## src/rtl/vt_pkg.sv

```systemverilog
package vt_pkg;

    // Counter and field widths shared by all timer pieces
    localparam int HPOS_W = 12;
    localparam int LINE_W = 12;
    localparam int BLK_W  = 10;
    localparam int LPB_W  = 3;
    localparam int SPL_W  = 3;
    localparam int PAD_W  = 6;

    // Mode encodings seen on the mode_sel input
    typedef enum logic [1:0] {
        MODE_4X5   = 2'd0,
        MODE_5X4   = 2'd1,
        MODE_3X6   = 2'd2,
        MODE_ALIAS = 2'd3
    } vt_mode_e;

    // Geometry of the active mode
    typedef struct packed {
        logic [LPB_W-1:0]  lpb;   // lines per process block
        logic [SPL_W-1:0]  spl;   // slots per line
        logic [PAD_W-1:0]  pad;   // padding clocks after the slots
        logic [BLK_W-1:0]  fblk;  // blocks per frame
        logic [LINE_W-1:0] vact;  // visible lines per frame
    } vt_cfg_t;

    // Position of the raster inside the frame
    typedef struct packed {
        logic [HPOS_W-1:0] hpos;
        logic [LPB_W-1:0]  lib;
        logic [BLK_W-1:0]  blk;
        logic [LINE_W-1:0] line;
    } vt_pos_t;

    function automatic vt_mode_e vt_norm(input logic [1:0] sel);
        return (sel == 2'd3) ? MODE_4X5 : vt_mode_e'(sel);
    endfunction

    function automatic vt_cfg_t vt_pick(input vt_mode_e m,
                                        input int fb0, input int fb1, input int fb2,
                                        input int va0, input int va1, input int va2,
                                        input int pad2);
        vt_cfg_t c;
        case (m)
            MODE_5X4: begin
                c.lpb  = LPB_W'(5);
                c.spl  = SPL_W'(4);
                c.pad  = '0;
                c.fblk = BLK_W'(fb1);
                c.vact = LINE_W'(va1);
            end
            MODE_3X6: begin
                c.lpb  = LPB_W'(3);
                c.spl  = SPL_W'(6);
                c.pad  = PAD_W'(pad2);
                c.fblk = BLK_W'(fb2);
                c.vact = LINE_W'(va2);
            end
            default: begin
                c.lpb  = LPB_W'(4);
                c.spl  = SPL_W'(5);
                c.pad  = '0;
                c.fblk = BLK_W'(fb0);
                c.vact = LINE_W'(va0);
            end
        endcase
        return c;
    endfunction

endpackage

```

## src/rtl/vt_mode_latch.sv

```systemverilog
module vt_mode_latch
    import vt_pkg::*;
#(
    parameter int FRAME_BLK0 = 157,
    parameter int FRAME_BLK1 = 160,
    parameter int FRAME_BLK2 = 175,
    parameter int VACT0      = 600,
    parameter int VACT1      = 768,
    parameter int VACT2      = 480,
    parameter int VGA_PAD    = 4
) (
    input  logic       clk,
    input  logic       rst,
    input  logic [1:0] mode_sel,
    input  logic       frame_end,
    output vt_mode_e   mode_q,
    output vt_cfg_t    cfg
);

    // The request is taken only during reset or on the last clock of a frame
    always_ff @(posedge clk) begin
        if (rst || frame_end) begin
            mode_q <= vt_norm(mode_sel);
        end
    end

    always_comb begin
        cfg = vt_pick(mode_q, FRAME_BLK0, FRAME_BLK1, FRAME_BLK2,
                      VACT0, VACT1, VACT2, VGA_PAD);
    end

endmodule

```

## src/rtl/vt_slot_timer.sv

```systemverilog
module vt_slot_timer
    import vt_pkg::*;
#(
    parameter int SLOT_CLKS = 43
) (
    input  logic              clk,
    input  logic              rst,
    input  logic [SPL_W-1:0]  spl,
    input  logic [PAD_W-1:0]  pad,
    output logic [HPOS_W-1:0] hpos,
    output logic              line_end
);

    localparam int SC_W = (SLOT_CLKS > 1) ? $clog2(SLOT_CLKS) : 1;

    typedef enum logic {PH_SLOT, PH_PAD} ph_e;

    ph_e               ph_q;
    logic [SC_W-1:0]   sc_q;
    logic [SPL_W-1:0]  si_q;
    logic [PAD_W-1:0]  pc_q;
    logic [HPOS_W-1:0] hpos_q;

    logic slot_last;
    logic slots_done;
    logic pad_none;

    assign slot_last  = (sc_q == SC_W'(SLOT_CLKS - 1));
    assign slots_done = slot_last && (si_q == spl - SPL_W'(1));
    assign pad_none   = (pad == '0);
    assign line_end   = ((ph_q == PH_SLOT) && slots_done && pad_none) ||
                        ((ph_q == PH_PAD) && (pc_q == pad - PAD_W'(1)));
    assign hpos       = hpos_q;

    always_ff @(posedge clk) begin
        if (rst) begin
            ph_q   <= PH_SLOT;
            sc_q   <= '0;
            si_q   <= '0;
            pc_q   <= '0;
            hpos_q <= '0;
        end else begin
            hpos_q <= line_end ? '0 : hpos_q + 1'b1;
            case (ph_q)
                PH_SLOT: begin
                    sc_q <= slot_last ? '0 : sc_q + 1'b1;
                    if (slot_last) begin
                        if (slots_done) begin
                            si_q <= '0;
                            if (!pad_none) begin
                                ph_q <= PH_PAD;
                                pc_q <= '0;
                            end
                        end else begin
                            si_q <= si_q + 1'b1;
                        end
                    end
                end
                PH_PAD: begin
                    pc_q <= pc_q + 1'b1;
                    if (line_end) begin
                        ph_q <= PH_SLOT;
                    end
                end
                default: ph_q <= PH_SLOT;
            endcase
        end
    end

endmodule

```

## src/rtl/vt_frame_counter.sv

```systemverilog
module vt_frame_counter
    import vt_pkg::*;
(
    input  logic              clk,
    input  logic              rst,
    input  logic              line_end,
    input  logic [LPB_W-1:0]  lpb,
    input  logic [BLK_W-1:0]  fblk,
    output logic [LPB_W-1:0]  lib,
    output logic [BLK_W-1:0]  blk,
    output logic [LINE_W-1:0] line,
    output logic              frame_end
);

    logic [LPB_W-1:0]  lib_q;
    logic [BLK_W-1:0]  blk_q;
    logic [LINE_W-1:0] line_q;
    logic              blk_end;

    assign blk_end   = line_end && (lib_q == lpb - LPB_W'(1));
    assign frame_end = blk_end && (blk_q == fblk - BLK_W'(1));
    assign lib       = lib_q;
    assign blk       = blk_q;
    assign line      = line_q;

    always_ff @(posedge clk) begin
        if (rst) begin
            lib_q  <= '0;
            blk_q  <= '0;
            line_q <= '0;
        end else if (line_end) begin
            lib_q  <= blk_end ? '0 : lib_q + 1'b1;
            line_q <= frame_end ? '0 : line_q + 1'b1;
            if (frame_end) begin
                blk_q <= '0;
            end else if (blk_end) begin
                blk_q <= blk_q + 1'b1;
            end
        end
    end

endmodule

```

## src/rtl/vt_sync_gen.sv

```systemverilog
module vt_sync_gen
    import vt_pkg::*;
#(
    parameter int H_ACTIVE = 128,
    parameter int HS_START = 136,
    parameter int HS_WIDTH = 20,
    parameter bit HS_POL   = 1'b0,
    parameter int VS_FRONT = 1,
    parameter int VS_LINES = 3,
    parameter bit VS_POL   = 1'b0
) (
    input  logic              clk,
    input  logic              rst,
    input  vt_pos_t           pos,
    input  vt_cfg_t           cfg,
    output logic              hsync,
    output logic              vsync,
    output logic              blank,
    output logic              line_stb,
    output logic              blk_stb,
    output logic [LINE_W-1:0] line_cnt,
    output logic [BLK_W-1:0]  blk_cnt
);

    localparam int HX_W = HPOS_W + 1;
    localparam int LX_W = LINE_W + 1;

    logic [HX_W-1:0] hs_lo, hs_hi, hpos_x;
    logic [LX_W-1:0] vs_lo, vs_hi, line_x;
    logic            hs_on, vs_on, blank_d, line_start;

    always_comb begin
        hpos_x     = HX_W'(pos.hpos);
        line_x     = LX_W'(pos.line);
        hs_lo      = HX_W'(HS_START) + HX_W'(cfg.pad);
        hs_hi      = hs_lo + HX_W'(HS_WIDTH);
        vs_lo      = LX_W'(cfg.vact) + LX_W'(VS_FRONT);
        vs_hi      = vs_lo + LX_W'(VS_LINES);
        hs_on      = (hpos_x >= hs_lo) && (hpos_x < hs_hi);
        vs_on      = (line_x >= vs_lo) && (line_x < vs_hi);
        blank_d    = (hpos_x >= HX_W'(H_ACTIVE)) || (pos.line >= cfg.vact);
        line_start = (pos.hpos == '0);
    end

    always_ff @(posedge clk) begin
        if (rst) begin
            hsync    <= ~HS_POL;
            vsync    <= ~VS_POL;
            blank    <= 1'b1;
            line_stb <= 1'b0;
            blk_stb  <= 1'b0;
            line_cnt <= '0;
            blk_cnt  <= '0;
        end else begin
            hsync    <= hs_on ? HS_POL : ~HS_POL;
            vsync    <= vs_on ? VS_POL : ~VS_POL;
            blank    <= blank_d;
            line_stb <= line_start;
            blk_stb  <= line_start && (pos.lib == '0);
            line_cnt <= pos.line;
            blk_cnt  <= pos.blk;
        end
    end

endmodule

```

## src/rtl/vt_line_block_timer.sv

```systemverilog
module vt_line_block_timer
    import vt_pkg::*;
#(
    parameter int SLOT_CLKS  = 43,
    parameter int VGA_PAD    = 4,
    parameter int FRAME_BLK0 = 157,
    parameter int FRAME_BLK1 = 160,
    parameter int FRAME_BLK2 = 175,
    parameter int VACT0      = 600,
    parameter int VACT1      = 768,
    parameter int VACT2      = 480,
    parameter int H_ACTIVE   = 128,
    parameter int HS_START   = 136,
    parameter int HS_WIDTH   = 20,
    parameter bit HS_POL     = 1'b0,
    parameter int VS_FRONT   = 1,
    parameter int VS_LINES   = 3,
    parameter bit VS_POL     = 1'b0
) (
    input  logic              clk,
    input  logic              rst,
    input  logic [1:0]        mode_sel,
    output logic              hsync,
    output logic              vsync,
    output logic              blank,
    output logic              line_stb,
    output logic              blk_stb,
    output logic [LINE_W-1:0] line_cnt,
    output logic [BLK_W-1:0]  blk_cnt
);

    vt_mode_e mode_q;
    vt_cfg_t  cfg;
    vt_pos_t  pos;
    logic     line_end;
    logic     frame_end;

    vt_mode_latch #(
        .FRAME_BLK0 (FRAME_BLK0),
        .FRAME_BLK1 (FRAME_BLK1),
        .FRAME_BLK2 (FRAME_BLK2),
        .VACT0      (VACT0),
        .VACT1      (VACT1),
        .VACT2      (VACT2),
        .VGA_PAD    (VGA_PAD)
    ) u_mode (
        .clk       (clk),
        .rst       (rst),
        .mode_sel  (mode_sel),
        .frame_end (frame_end),
        .mode_q    (mode_q),
        .cfg       (cfg)
    );

    vt_slot_timer #(
        .SLOT_CLKS (SLOT_CLKS)
    ) u_slot (
        .clk      (clk),
        .rst      (rst),
        .spl      (cfg.spl),
        .pad      (cfg.pad),
        .hpos     (pos.hpos),
        .line_end (line_end)
    );

    vt_frame_counter u_frame (
        .clk       (clk),
        .rst       (rst),
        .line_end  (line_end),
        .lpb       (cfg.lpb),
        .fblk      (cfg.fblk),
        .lib       (pos.lib),
        .blk       (pos.blk),
        .line      (pos.line),
        .frame_end (frame_end)
    );

    vt_sync_gen #(
        .H_ACTIVE (H_ACTIVE),
        .HS_START (HS_START),
        .HS_WIDTH (HS_WIDTH),
        .HS_POL   (HS_POL),
        .VS_FRONT (VS_FRONT),
        .VS_LINES (VS_LINES),
        .VS_POL   (VS_POL)
    ) u_sync (
        .clk      (clk),
        .rst      (rst),
        .pos      (pos),
        .cfg      (cfg),
        .hsync    (hsync),
        .vsync    (vsync),
        .blank    (blank),
        .line_stb (line_stb),
        .blk_stb  (blk_stb),
        .line_cnt (line_cnt),
        .blk_cnt  (blk_cnt)
    );

endmodule

```

## config.mk

```make
export PLATFORM = sky130hd
export DESIGN_NAME = vt_line_block_timer
export DESIGN_NICKNAME = d
export VERILOG_FILES = /design/src/rtl/vt_pkg.sv /design/src/rtl/vt_mode_latch.sv /design/src/rtl/vt_slot_timer.sv /design/src/rtl/vt_frame_counter.sv /design/src/rtl/vt_sync_gen.sv /design/src/rtl/vt_line_block_timer.sv
export SDC_FILE = /design/constraint.sdc
export NUM_CORES = 1
export LEC_CHECK = 0
export BUFFER_PORTS_ARGS = -buffer_cell sky130_fd_sc_hd__buf_2
export CAP_MARGIN = 25
export CORE_ASPECT_RATIO = 1.2
export CORE_UTILIZATION = 44
export DETAILED_ROUTE_END_ITERATION = 8
export PLACE_DENSITY = 0.65
export SETUP_SLACK_MARGIN = 0.15
export SYNTH_ARGS = -nofsm -noshare
export SYNTH_HDL_FRONTEND = slang
export SYNTH_SLANG_ARGS = --single-unit
```

## constraint.sdc

```tcl
create_clock -name clk -period 2.7 [get_ports clk]
set_input_delay 0 -clock clk [delete_from_list [all_inputs] [get_ports clk]]
set_output_delay 0 -clock clk [all_outputs]
set_load 0.05 [all_outputs]
```

=== Yosys cells after proc, flatten, opt, wreduce, memory -nomap -nowiden ===
Index checks and enable logic that the tools add are counted.

* Word-level logic and storage cells: 87
* Output and inout port bits: 27
* Bits in registers: 82

* Eq/ne operators: 11
* Bitwise gates (word level): 1
* Reductions and logical operators: 20
* Mux-type cells: 18
* Magnitude comparators: 6
* Add/subtract/negate cells: 15

{| class="wikitable"
|+ Operators by type and width
! kind !! count
|-
| $pmux 34 s2 || 1
|-
| $ge 12x13->1 || 2
|-
| $lt 12x13->1 || 2
|-
| $add 12x1->12 const B || 2
|-
| $mux 6 || 4
|-
| $mux 10 || 2
|-
| $add 12x1->13 const B || 1
|-
| $add 13x2->13 const B || 1
|-
| $add 13x5->13 const B || 1
|-
| $add 6x1->6 const B || 2
|-
| $ge 12x12->1 || 1
|-
| $ge 12x8->1 const B || 1
|-
| $logic_not 12->1 || 1
|-
| $mux 12 || 1
|-
| $pmux 6 s2 || 1
|-
| $add 10x1->10 const B || 1
|-
| $eq 10x10->1 || 1
|-
| $sub 10x1->10 const B || 1
|-
| $add 8x6->9 const A || 1
|-
| $logic_and 1x1->1 || 9
|-
| $add 3x1->3 const B || 2
|-
| $eq 3x3->1 || 2
|-
| $eq 6x6->1 || 1
|-
| $eq 6x6->1 const B || 1
|-
| 17 further kinds || 29
|}

=== Longest topological paths before layout ===
Gate-level depths: netlist of the first run.

* Depth after elaboration: 12
* Gate-level depth with buffers: 11
* Mapped depth without buffers: 9

=== Cells and area by module ===
A second synthesis of the first run with hierarchy kept.

* Cell total of the unflattened synthesis: 673
* Area, all modules: 6003.3 sq um

{| class="wikitable"
|+ By module, submodules not included
! module !! sequential area each (sq um) !! area each (sq um) !! cells each !! instances
|-
| vt_sync_gen || 540.5 || 2452.4 || 279 || 1
|-
| vt_frame_counter || 500.5 || 1635.3 || 187 || 1
|-
| vt_slot_timer || 560.5 || 1552.7 || 163 || 1
|-
| vt_mode_latch || 60.1 || 362.8 || 44 || 1
|}

=== Least setup slack after synthesis of the first run ===
No wires, ideal clock.

* Path type: flip-flop to flip-flop
* Start point: register u_mode.mode_q[0]
* End point: register u_mode.mode_q[0], enable pin
* Path slack: 176 ps
* Library setup time: 309 ps
* Buffers on the path: 1
* Stages on the path, launching flop included: 9
* Data required time: 2391 ps
* Arrival: 2215 ps
* Clock period less this slack: 2524 ps
* Cells stage by stage: edfxtp_1 inv_1 ha_1 or4b_1 o32ai_1 nand3_1 a21oi_1 a21o_1 buf_2

* Longest elaborated chain between the ends: 11

{| class="wikitable"
|+ RTL lines
! element !! RTL line !! source
|-
| from (decl) || vt_mode_latch.sv:16 || <nowiki>output vt_mode_e mode_q,</nowiki>
|-
| from (signal assigned) || vt_mode_latch.sv:23 || <nowiki>mode_q <= vt_norm(mode_sel);</nowiki>
|-
| $eq 2x2->1 / $eq 2x1->1 (equally long branches) || vt_pkg.sv:45 || <nowiki>case (m)</nowiki>
|-
| $pmux 34 s2 (*) || vt_pkg.sv:45 ||
|-
| branches (longest 7 deep; another with $sub 6x1->6) || n/a ||
|-
| $logic_and 1x1->1 (*) || vt_frame_counter.sv:21 || <nowiki>assign frame_end = blk_end && (blk_q == fblk - BLK_W'(1));</nowiki>
|-
| $logic_or 1x1->1 (*) || vt_mode_latch.sv:22 || <nowiki>if (rst || frame_end) begin</nowiki>
|}

Mark *: on every way between the ends.
A chain may end at the register's enable or synchronous reset.

=== Final worst setup path of the first run ===
* Start point: register u_slot.sc_q[0]
* End point: register u_frame.line_q[8], in the netlist u_frame.line[8]

* Longest elaborated chain between the ends: 8

{| class="wikitable"
|+ RTL lines
! element !! RTL line !! source
|-
| from (decl) || vt_slot_timer.sv:19 || <nowiki>logic [SC_W-1:0] sc_q;</nowiki>
|-
| from (signal assigned) || vt_slot_timer.sv:46 || <nowiki>sc_q <= slot_last ? '0 : sc_q + 1'b1;</nowiki>
|-
| $eq 6x6->1 (*) || vt_slot_timer.sv:28 || <nowiki>assign slot_last = (sc_q == SC_W'(SLOT_CLKS - 1));</nowiki>
|-
| $logic_and 1x1->1 (*) || vt_slot_timer.sv:29 || <nowiki>assign slots_done = slot_last && (si_q == spl - SPL_W'(1));</nowiki>
|-
| $logic_and 1x1->1 (*) (2 in series) || vt_slot_timer.sv:31 || <nowiki>assign line_end = ((ph_q == PH_SLOT) && slots_done && pad_none) ||</nowiki>
|-
| $logic_or 1x1->1 (*) || vt_slot_timer.sv:31 ||
|-
| $logic_and 1x1->1 || vt_frame_counter.sv:20 || <nowiki>assign blk_end = line_end && (lib_q == lpb - LPB_W'(1));</nowiki>
|-
| $logic_and 1x1->1 || vt_frame_counter.sv:21 ||
|-
| $mux 12 || vt_frame_counter.sv:33 || <nowiki>line_q <= frame_end ? '0 : line_q + 1'b1;</nowiki>
|-
| to (signal assigned) || vt_frame_counter.sv:33 ||
|-
| to (decl) || vt_frame_counter.sv:17 || <nowiki>logic [LINE_W-1:0] line_q;</nowiki>
|}

Mark *: on every way between the ends. The rest lies on a longest branch, timed or not.

==> summary.txt, run 1 <==
Run status
  • Status: complete, no violations

Floorplanning
  • Die area: ~9000 um^2
  • Cell Rows: 36
  • IO Pins: 31
  • Initial Util: 0.463
  • Die height: around 100 um
  • Core area: 8240 um^2
  • Die X: 87.0 um

Critical path
  • Critical Path Sink Type: flop
  • Slowest cell on the critical path: or4_1
  • Worst R2R End: u_frame.line[8]
  • Reg2reg start: u_slot.sc_q[0]
  • Setup CP Type: flop to flop
  • Critical Path End: u_frame.line[8]
  • Reg2Reg Depth: 9
  • Worst EP required: about 3000 ps
  • Critical-path cell list: inv_1 -> ha_1 -> nand2_1 -> or4_1 -> buf_4 -> nor3_2 -> nor2_1 -> or3_1 -> a21oi_1
  • WP buf/inv: 2
  • Worst path max stage delay: 500 ps
  • Crit path depth: 9
  • Setup crit start: u_slot.sc_q[0]
  • CP Max Fanout: 9
  • Top delay family on crit path: simple AND/OR/NAND/NOR gates
  • Critical path data arrival time: ~2700 ps
  • Worst Setup Start Kind: flop
  • Reg-to-reg slack, setup: just over 300 ps

Clocking
  • Clock Pin Slew Worst Setup and Hold Paths: 90 ps
  • Clock sinks: a little over 80
  • Clk root buf: clkbuf_8
  • Max clock buf depth: 2
  • CTS Buf Count: 9
  • H-tree levels: 3
  • CTS tree: built
  • Clk_lat worst skew: ~360 ps

Cells and area
  • Antenna cells: 0
  • Nets: 497
  • Share of cells above drive strength 1: 0.144
  • Layout area overhead: 14.9%
  • Final instance count without filler cells: around 600

Pwr
  • Static leakage: 0.00174 uW
  • Switching part of the total power: 0.245
  • Pwr dens: around 530 nW/um^2
  • Seq pwr share: 0.537
  • Worst VDD drop: between 0.0002 and 0.0003 V
  • Comb pwr share: 0.061
  • Internal power: 1740 uW
  • Switch Pwr: ~570 uW
  • Clock Power Share: 0.402

Worst hold path
  • HP Start: rst
  • Hold Path Class: primary input to flop

Drt
  • Metal1 wirelength: roughly 3700 um
  • Number of remaining DRC errors: 0
  • Via/cell ratio: roughly 5.2
  • Routed wire length: about 7700 um
  • Top routing layer used: met4
  • Drt wl/cell: 13.1 um
  • DR vias: 3019
  • 1st-pass router iterations: 4
  • Routed Antenna Nets: 0
  • DR WL met3: between 200 and 300 um
  • Metal2 WL: 3520 um
  • DRT iter0 DRCs: 119

Synth
  • Yosys warnings: 0
  • Dominant synthesized flop cell: dfxtp_1
  • Synth area leaders: dfxtp_1 42%, ha_1 8.9%, nor2_1 5.7%, nor2b_1 4.3%, xor2_1 4.1%
  • Largest area contributor in the netlist: dfxtp_1
  • Sequential area share after synthesis: 0.436
  • Synthesized instance count: approximately 430
  • Post-synthesis instance area: around 3800 um^2
  • Net Count, Synth: 456
  • Top-count cell post-synth: dfxtp_1
  • Post-synth cell types: 50
  • Yosys top cell area share: 0.420
  • Seq cells post-synth: 82
  • Commonest cells in the netlist: 80 x dfxtp_1, 58 x nor2_1, 27 x a21oi_1, 27 x ha_1, 26 x nor2b_1
  • Post-synthesis average cell area: between 8 and 9 um^2
  • Async SR Flop Fraction: 0
  • Post-synth EDFFs: 2

STA
  • Slew headroom: 0.457
  • Minimum clock period: around 2400 ps
  • Fmax: roughly 420 MHz
  • # setup viols final: 0
  • Slew @ Worst Pin: between 800 and 900 ps
  • Crit share post-route: 0.886
  • Final hold viol count: 0
  • Setup TNS: 0 ps
  • Clock Skew: 13.4 ps
  • Slew Limit Fails: 0
  • Final setup margin: between 300 and 400 ps
  • RSZ-0062 raised after global routing: true

Global routing
  • Largest net degree at the start of global routing: 36
  • GRT Overall Usage: 0.183
  • First-pass GRT wire length: 13300 um
  • Number of global-route vias before repair: between 2000 and 3000
  • Global route overflow: 0
  • Initial antenna violation count: 0

Place
  • Port bufs: 30
  • Inst Count DP: around 570
  • Place WS: roughly 170 ps
  • GPL Wtd Cong: between 0.9 and 1
  • Hpwl dp: approximately 5500 um

Run
  • Max_cap viols: 0
==> cell families after synthesis <==
group / Yosys count / synth area share
AND/OR/NAND/NOR: 179 / 0.243
multiplexers: 3 / 0.00787
buffers and inverters: 31 / 0.0338
flip-flops: 82 / 0.436
AO/OA/AOI/OAI: 70 / 0.115
XOR/XNOR: 33 / 0.0758
adder cells (fa/ha/maj): 27 / 0.0886
==> worst reg2reg max path: stages, from the launching register on <==
cell	delay (ps)
dfxtp_1	340
inv_1	80
ha_1	150
nand2_1	60
or4_1	500
buf_4	190
nor3_2	270
nor2_1	200
or3_1	380
a21oi_1	150
==> per-layer routing <==
layer / track usage / vias up
met5: 0 / -
met4: 0.0881 / 0
met3: 0.0413 / 14
met2: 0.292 / 55
met1: 0.230 / 1393
li1: - / 1557
==> how the worst min path moves through the flow <==
stage	to	slack [ps]	cells past startpoint
floorplan	u_sync.blk_cnt[8]	80	1
global placement	u_mode.mode_q[1]	310	2
detailed placement	u_mode.mode_q[0]	310	2
CTS	u_sync.blk_cnt[7]	140	2
global route	u_sync.blk_cnt[7]	170	2
finish	u_slot.si_q[0]	140	2
==> power by group through the flow <==
stage	sequential, uW	clock [uW]	combinational (uW)
after global placement	1270	0	132
after detailed placement	1270	0	136
after floorplan	1280	0	87.3
final	1240	927	141
after global routing	1240	993	159
after CTS	1240	953	139
==> sequential cells by signal, indices dropped and copies added (netlist names) <==
name             cells
u_slot.hpos         12
u_frame.line        12
u_sync.blank         1
u_sync.line_stb      1
u_frame.blk         10
u_slot.ph_q          1
u_sync.vsync         1
u_sync.blk_cnt      10
u_frame.lib          3
u_slot.si_q          3
u_sync.line_cnt     12
u_slot.sc_q          6
u_sync.blk_stb       1
u_sync.hsync         1
u_mode.mode_q        2
u_slot.pc_q          6
==> cells in the final DEF, fill, tap and decap left out, types with 2 or more instances in the layout <==
cell,netlist,final
and4_1,3,3
clkinvlp_4,0,2
and3b_1,2,2
nand2_1,21,20
a22oi_1,5,5
or4_1,2,2
nor2b_1,26,26
o21a_1,2,2
nand3b_1,3,3
dfxtp_1,80,80
edfxtp_1,2,2
o211ai_1,3,3
nand3_1,24,23
a21oi_1,27,26
ha_1,27,26
nor3b_1,2,2
nand4_1,3,3
nor2_1,58,58
mux2i_1,3,3
o2111ai_1,2,2
xor2_1,18,18
nand4b_1,4,4
or3_1,3,2
buf_4,0,12
nor3_1,7,7
nor4_1,3,3
nand2_2,1,2
o21ai_1,3,3
nand2b_1,3,3
inv_1,17,17
xnor2_1,15,15
dlygate4sd3_1,0,2
o21ai_0,17,17
and3_1,9,8
clkbuf_8,0,10
buf_2,4,30
inv_6,0,3
==> repair_timing <==
| action | 4_1_cts | 5_1_grt |
|---|---|---|
| resized for setup | 0 | 6 |
| hold buffers | 2 | 0 |
| endpoints found under the hold margin | 2 | 0 |
| setup buffers | 0 | 2 |
| setup endpoints to repair | 0 | 32 |
==> layout make-up <==
| type | count | area [um^2] |
|---|---|---|
| inverters | 17 | 63.8 |
| well taps | 114 | 143 |
| flip-flops and latches | 82 | 1660 |
| clock buffers | 10 | 138 |
| fillers | 782 | 3860 |
| multi-input cells | 312 | 2040 |
| clock inverters | 6 | 71.3 |
| repair buffers | 44 | 260 |
==> stage by stage <==
stage	hold WS (ps)	cell area [um^2]	total power [uW]	util
after global placement	308	4120	1400	0.499
after global routing	166	4380	2390	0.531
after CTS	137	4350	2330	0.527
after detailed placement	306	4120	1400	0.499
final	144	4380	2310	0.531
after floorplan	80.1	3810	1370	-
Power figures use the tool's default switching activity.
==> run 2, diff against run 1 <==
==> constraint.sdc (replaced) <==
create_clock -name clk -period 1.9 [get_ports clk]
set_input_delay 0 -clock clk [delete_from_list [all_inputs] [get_ports clk]]
set_output_delay 0 -clock clk [all_outputs]
set_load 0.05 [all_outputs]
==> summary.txt, run 2 (same netlist as run 1, synthesis figures left out) <==
Run status
  • Status: finished with violations
  • Failing checks: setup timing

Global routing
  • Number of global-route vias before repair: 3215
  • Initial antenna violation count: 0
  • Global route overflow: 0
  • First-pass GRT wire length: 14900 um
  • Largest net degree at the start of global routing: 20
  • GRT Overall Usage: 0.210

STA
  • Slew Limit Fails: 0
  • Slew headroom: 0.646
  • Clock Skew: between 8 and 9 ps
  • Slew @ Worst Pin: around 530 ps
  • Minimum clock period: 2290 ps
  • Crit share post-route: 1.20
  • Final hold viol count: 0
  • Final setup margin: -388 ps
  • RSZ-0062 raised after global routing: true
  • Fmax: between 400 and 500 MHz
  • # setup viols final: between 40 and 50

Pwr
  • Pwr dens: 654 nW/um^2
  • Static leakage: around 0.0021 uW
  • Worst VDD drop: between 0.0003 and 0.0004 V
  • Overall power: ~3500 uW

Run
  • Max_cap viols: 0

Place
  • GPL Wtd Cong: around 0.91
  • Port bufs: 30
  • Hpwl dp: slightly above 6000 um
  • Inst Count DP: slightly above 600

Cells and area
  • Most frequent cells in the layout: 80 x dfxtp_1, 50 x buf_4, 41 x nor2_1, 30 x buf_2, 26 x nor2b_1
  • Nets: around 560
  • Seq. cell area: around 1700 um^2
  • Layout area overhead: 40.6%
  • Final instance count without filler cells: around 640
  • Area of the multi-input gates: 2430 um^2
  • Filler cells: 660
  • Antenna cells: 0
  • Most common cell after layout, fill and taps aside: dfxtp_1
  • Share of cells above drive strength 1: 0.355

Floorplanning
  • Cell Rows: 36
  • Die height: roughly 100 um
  • Die X: ~87 um
  • IO Pins: 31
  • Initial Util: 0.463
  • Die area: approximately 9000 um^2
  • Core area: a little over 8000 um^2

Drt
  • Number of remaining DRC errors: 0
  • DR vias: between 3000 and 4000
  • Drt wl/cell: between 10 and 15 um
  • 1st-pass router iterations: 4
  • Via/cell ratio: 5.17
  • Routed Antenna Nets: 0
  • DRT iter0 DRCs: about 100
  • Routed wire length: ~9200 um

Critical path
  • Worst Setup Start Kind: flop
  • Setup CP Type: flop to flop
  • Reg2reg start: u_mode.mode_q[1]
  • CP Max Fanout: 3
  • Worst EP required: between 1500 and 2000 ps
  • Reg-to-reg slack, setup: -390 ps
  • Critical Path Sink Type: flop
  • Reg2Reg Depth: 8
  • Worst R2R End: u_mode.mode_q[0]
  • Critical path data arrival time: between 2000 and 2500 ps

Clocking
  • Clk root buf: clkbuf_8
  • H-tree levels: 3
  • Clk_lat worst skew: between 300 and 400 ps
  • Max clock buf depth: 2
  • Clock Pin Slew Worst Setup and Hold Paths: around 70 ps
  • CTS tree: built
  • CTS Buf Count: 9
  • Clock sinks: about 80

Worst hold path
  • Hold Path Depth: 2
  • WHS Endpoint: u_frame.blk[0]
  • Hold Path Class: primary input to flop
  • HP Start: rst
[run 2: changes by cell type in the layout (fill, tap and decap cells not counted), sizes merged]
| cell | before | now |
|---|---|---|
| dlygate4sd3 | 2 | 3 |
| clkinvlp | 2 | 1 |
| clkinv | 0 | 1 |
| clkbuf | 10 | 11 |
| inv | 20 | 16 |
| buf | 42 | 99 |
| bufinv | 1 | 2 |
[run 2: report_power, final]
part           leakage (uW)  internal (uW)  switching [uW]
Combinational       0.00136            186             190
Clock              0.000105            760             611
Sequential         0.000666           1740            15.3
Total               0.00213           2690             816
[run 2: routing by layer]
| metal | share of wire | wire length (um) | global-route usage |
|---|---|---|---|
| met1 | 0.45 | 4100 | 0.252 |
| met2 | 0.50 | 4630 | 0.354 |
| met3 | 0.025 | 230 | 0.0365 |
| met4 | 0.026 | 240 | 0.107 |
| met5 | 0 | 0 | 0 |
[run 2: critical path, cell delays in order (launching register included)]
cell and delay [ps]:
edfxtp_1 470, ha_4 310, buf_6 100, xor2_4 150
o21ai_2 80, or3_4 410, a21oi_2 190, a21o_4 170
buf_12 110
[run 2: layout make-up]
class	count	area share
flip-flops and latches	82	0.310
clock buffers	11	0.0264
repair buffers	102	0.158
clock inverters	3	0.0121
multi-input cells	312	0.454
inverters	17	0.0131
well taps	114	0.0266
[run 2: timing repair]
item,4_1_cts,5_1_grt
pin swaps,16,15
endpoints found under the hold margin,2,0
gates cloned,2,0
gates resized for setup,55,47
hold buffers,3,0
endpoints found under the setup margin,49,56
buffers inserted,7,7
[run 2: worst max path at each step]
stage	start	endpoint	slack, ps	cells after the start
after CTS	u_mode.mode_q[0]	u_mode.mode_q[0]	-350	8
after detailed placement	u_mode.mode_q[1]	u_sync.blank	-440	9
after global routing	u_mode.mode_q[1]	u_frame.blk[6]	-460	9
final	u_mode.mode_q[1]	u_mode.mode_q[0]	-390	8
after global placement	u_mode.mode_q[1]	u_sync.blank	-370	9
after floorplan	u_mode.mode_q[0]	u_mode.mode_q[0]	-410	10
[run 2: through the flow]
step	TNS [ps]	hold slack [ps]	util	area (um^2)	setup WS, ps
2_1_floorplan	-8480	80.1	-	3910	-413
3_3_place_gp	-10260	298	0.549	4520	-370
3_5_place_dp	-13510	298	0.549	4520	-435
4_1_cts	-11180	33.8	0.619	5110	-350
5_1_grt	-17950	49.9	0.651	5360	-462
6_report	-13400	37.1	0.651	5360	-388
==> run 3, diff against run 2 <==
--- a/config.mk
+++ b/config.mk
@@ -9,6 +9,7 @@
 export CAP_MARGIN = 25
 export CORE_ASPECT_RATIO = 1.2
 export CORE_UTILIZATION = 44
+export CTS_BUF_LIST = sky130_fd_sc_hd__clkbuf_4
 export DETAILED_ROUTE_END_ITERATION = 8
 export PLACE_DENSITY = 0.65
 export SETUP_SLACK_MARGIN = 0.15
==> summary.txt, run 3 (same netlist as run 1, synthesis figures left out) <==
Run status
  • Status: finished with violations
  • Failing checks: setup timing

Worst hold path
  • WHS Endpoint: u_mode.mode_q[0]
  • Hold Path Depth: 3
  • Hold Path Class: primary input to flop
  • HP Start: mode_sel[1]

Place
  • Inst Count DP: between 600 and 700
  • Hpwl dp: 6070 um
  • Place WS: -435 ps
  • GPL Wtd Cong: 0.907
  • Port bufs: 30

Critical path
  • Reg-to-reg slack, setup: -390 ps
  • Critical-path cell list: inv_2 -> buf_12 -> ha_4 -> xor2_4 -> o21ai_2 -> or3_4 -> a21oi_4 -> a21o_4 -> buf_12
  • Worst EP required: just over 2000 ps
  • Top delay family on crit path: compound AO/OA/AOI/OAI gates
  • Slowest cell on the critical path: edfxtp_1
  • Reg2Reg Depth: 9
  • Worst path max stage delay: approximately 410 ps
  • CP Max Fanout: 3
  • Worst path most repeated cell: buf_12
  • Reg2reg start: u_mode.mode_q[0]
  • Critical path data arrival time: between 2000 and 2500 ps
  • Setup CP Type: flop to flop
  • Critical Path Sink Type: flop
  • Worst Setup Start Kind: flop
  • Worst R2R End: u_mode.mode_q[0]
  • WP buf/inv: 3

Drt
  • Routed Antenna Nets: 0
  • Via/cell ratio: 5.21
  • Routed wire length: roughly 9500 um
  • Number of remaining DRC errors: 0
  • Drt wl/cell: between 10 and 15 um
  • DR vias: 3357
  • DRT iter0 DRCs: 117
  • 1st-pass router iterations: 4

Pwr
  • Static leakage: roughly 0.0021 uW
  • Worst VDD drop: 0.000392 V
  • Pwr dens: 601 nW/um^2

Clocking
  • CTS Buf Count: 9
  • Max clock buf depth: 2
  • Clock sinks: between 80 and 90
  • Clk root buf: clkbuf_4
  • Clk_lat worst skew: 440 ps
  • Clock Pin Slew Worst Setup and Hold Paths: roughly 110 ps
  • H-tree levels: 3
  • CTS tree: built

STA
  • Slew headroom: 0.652
  • Slew Limit Fails: 0
  • Crit share post-route: 1.20
  • Final hold viol count: 0
  • Slew @ Worst Pin: 518 ps
  • Final setup margin: -388 ps
  • RSZ-0062 raised after global routing: true
  • # setup viols final: a little under 50
  • Minimum clock period: 2290 ps
  • Fmax: 437 MHz
  • Clock Skew: 14.1 ps

Cells and area
  • Share of cells above drive strength 1: 0.358
  • Most frequent cells in the layout: 80 x dfxtp_1, 54 x buf_4, 37 x nor2_1, 30 x buf_2, 26 x nor2b_1
  • Nets: ~560
  • Layout area overhead: 41.7%
  • Final Util: 0.656
  • Final instance count without filler cells: ~640
  • Antenna cells: 0
  • Most common cell after layout, fill and taps aside: dfxtp_1

Floorplanning
  • Core area: 8240 um^2
  • Initial Util: 0.463
  • Die X: 87.0 um
  • Cell Rows: 36
  • Die height: 104 um
  • IO Pins: 31
  • Die area: roughly 9000 um^2

Global routing
  • GRT Overall Usage: 0.211
  • Global route overflow: 0
  • First-pass GRT wire length: 14900 um
  • Initial antenna violation count: 0
  • Largest net degree at the start of global routing: 15
  • Number of global-route vias before repair: about 3200

Run
  • Max_cap viols: 0
[run 3: worst max path at each step]
stage / depth (start not counted) / start / endpoint
after floorplan: 10 / u_mode.mode_q[0] / u_mode.mode_q[0]
after global placement: 9 / u_mode.mode_q[1] / u_sync.blank
after detailed placement: 9 / u_mode.mode_q[1] / u_sync.blank
after CTS: 8 / u_mode.mode_q[0] / u_mode.mode_q[0]
after global routing: 9 / u_mode.mode_q[0] / u_frame.blk[6]
final: 9 / u_mode.mode_q[0] / u_mode.mode_q[0]
[run 3: cell type report]
| cell class | instances | area, um^2 |
|---|---|---|
| inverter | 17 | 70.1 |
| sequential | 82 | 1660 |
| clock inverter | 4 | 68.8 |
| fill | 646 | 2840 |
| clock buffer | 10 | 75.1 |
| tap | 114 | 143 |
| timing repair buffer | 105 | 880 |
| multi-input combinational | 312 | 2510 |
[run 3: metrics by stage]
stage | total power (uW) | TNS, ps | hold slack [ps] | instance area, um^2
floorplan | 1960 | -8480 | 80.1 | 3910
global placement | 2040 | -10260 | 298 | 4520
detailed placement | 2050 | -13510 | 298 | 4520
CTS | 3210 | -11150 | 357 | 5030
global route | 3380 | -19000 | 370 | 5400
finish | 3250 | -14960 | 378 | 5400
[run 3: report_power, final]
part | total, uW | switching [uW] | internal, uW
Clock | 1100 | 573 | 529
Sequential | 1760 | 15.0 | 1750
Combinational | 383 | 195 | 188
[run 3: what timing repair did]
| item | in CTS | in global routing |
|---|---|---|
| hold endpoints to repair | 14 | 0 |
| cloned | 2 | 0 |
| gates resized for setup | 44 | 63 |
| setup buffers | 8 | 7 |
| pin swaps | 18 | 27 |
| hold buffers | 5 | 0 |
| setup endpoints to repair | 49 | 58 |
[run 3: worst register-to-register path, cell delays in order (launching register included)]
cell      delay [ps]
edfxtp_1         410
inv_2             90
buf_12           130
ha_4             290
xor2_4           160
o21ai_2           90
or3_4            390
a21oi_4          190
a21o_4           170
buf_12           110
[run 3: routing by layer]
metal  track usage  vias to the layer above  wire [um]
li1              -                     1674          -
met1         0.253                     1579       4060
met2         0.348                       83       4780
met3        0.0429                       21        336
met4         0.117                        0        330
met5             0                        -          0
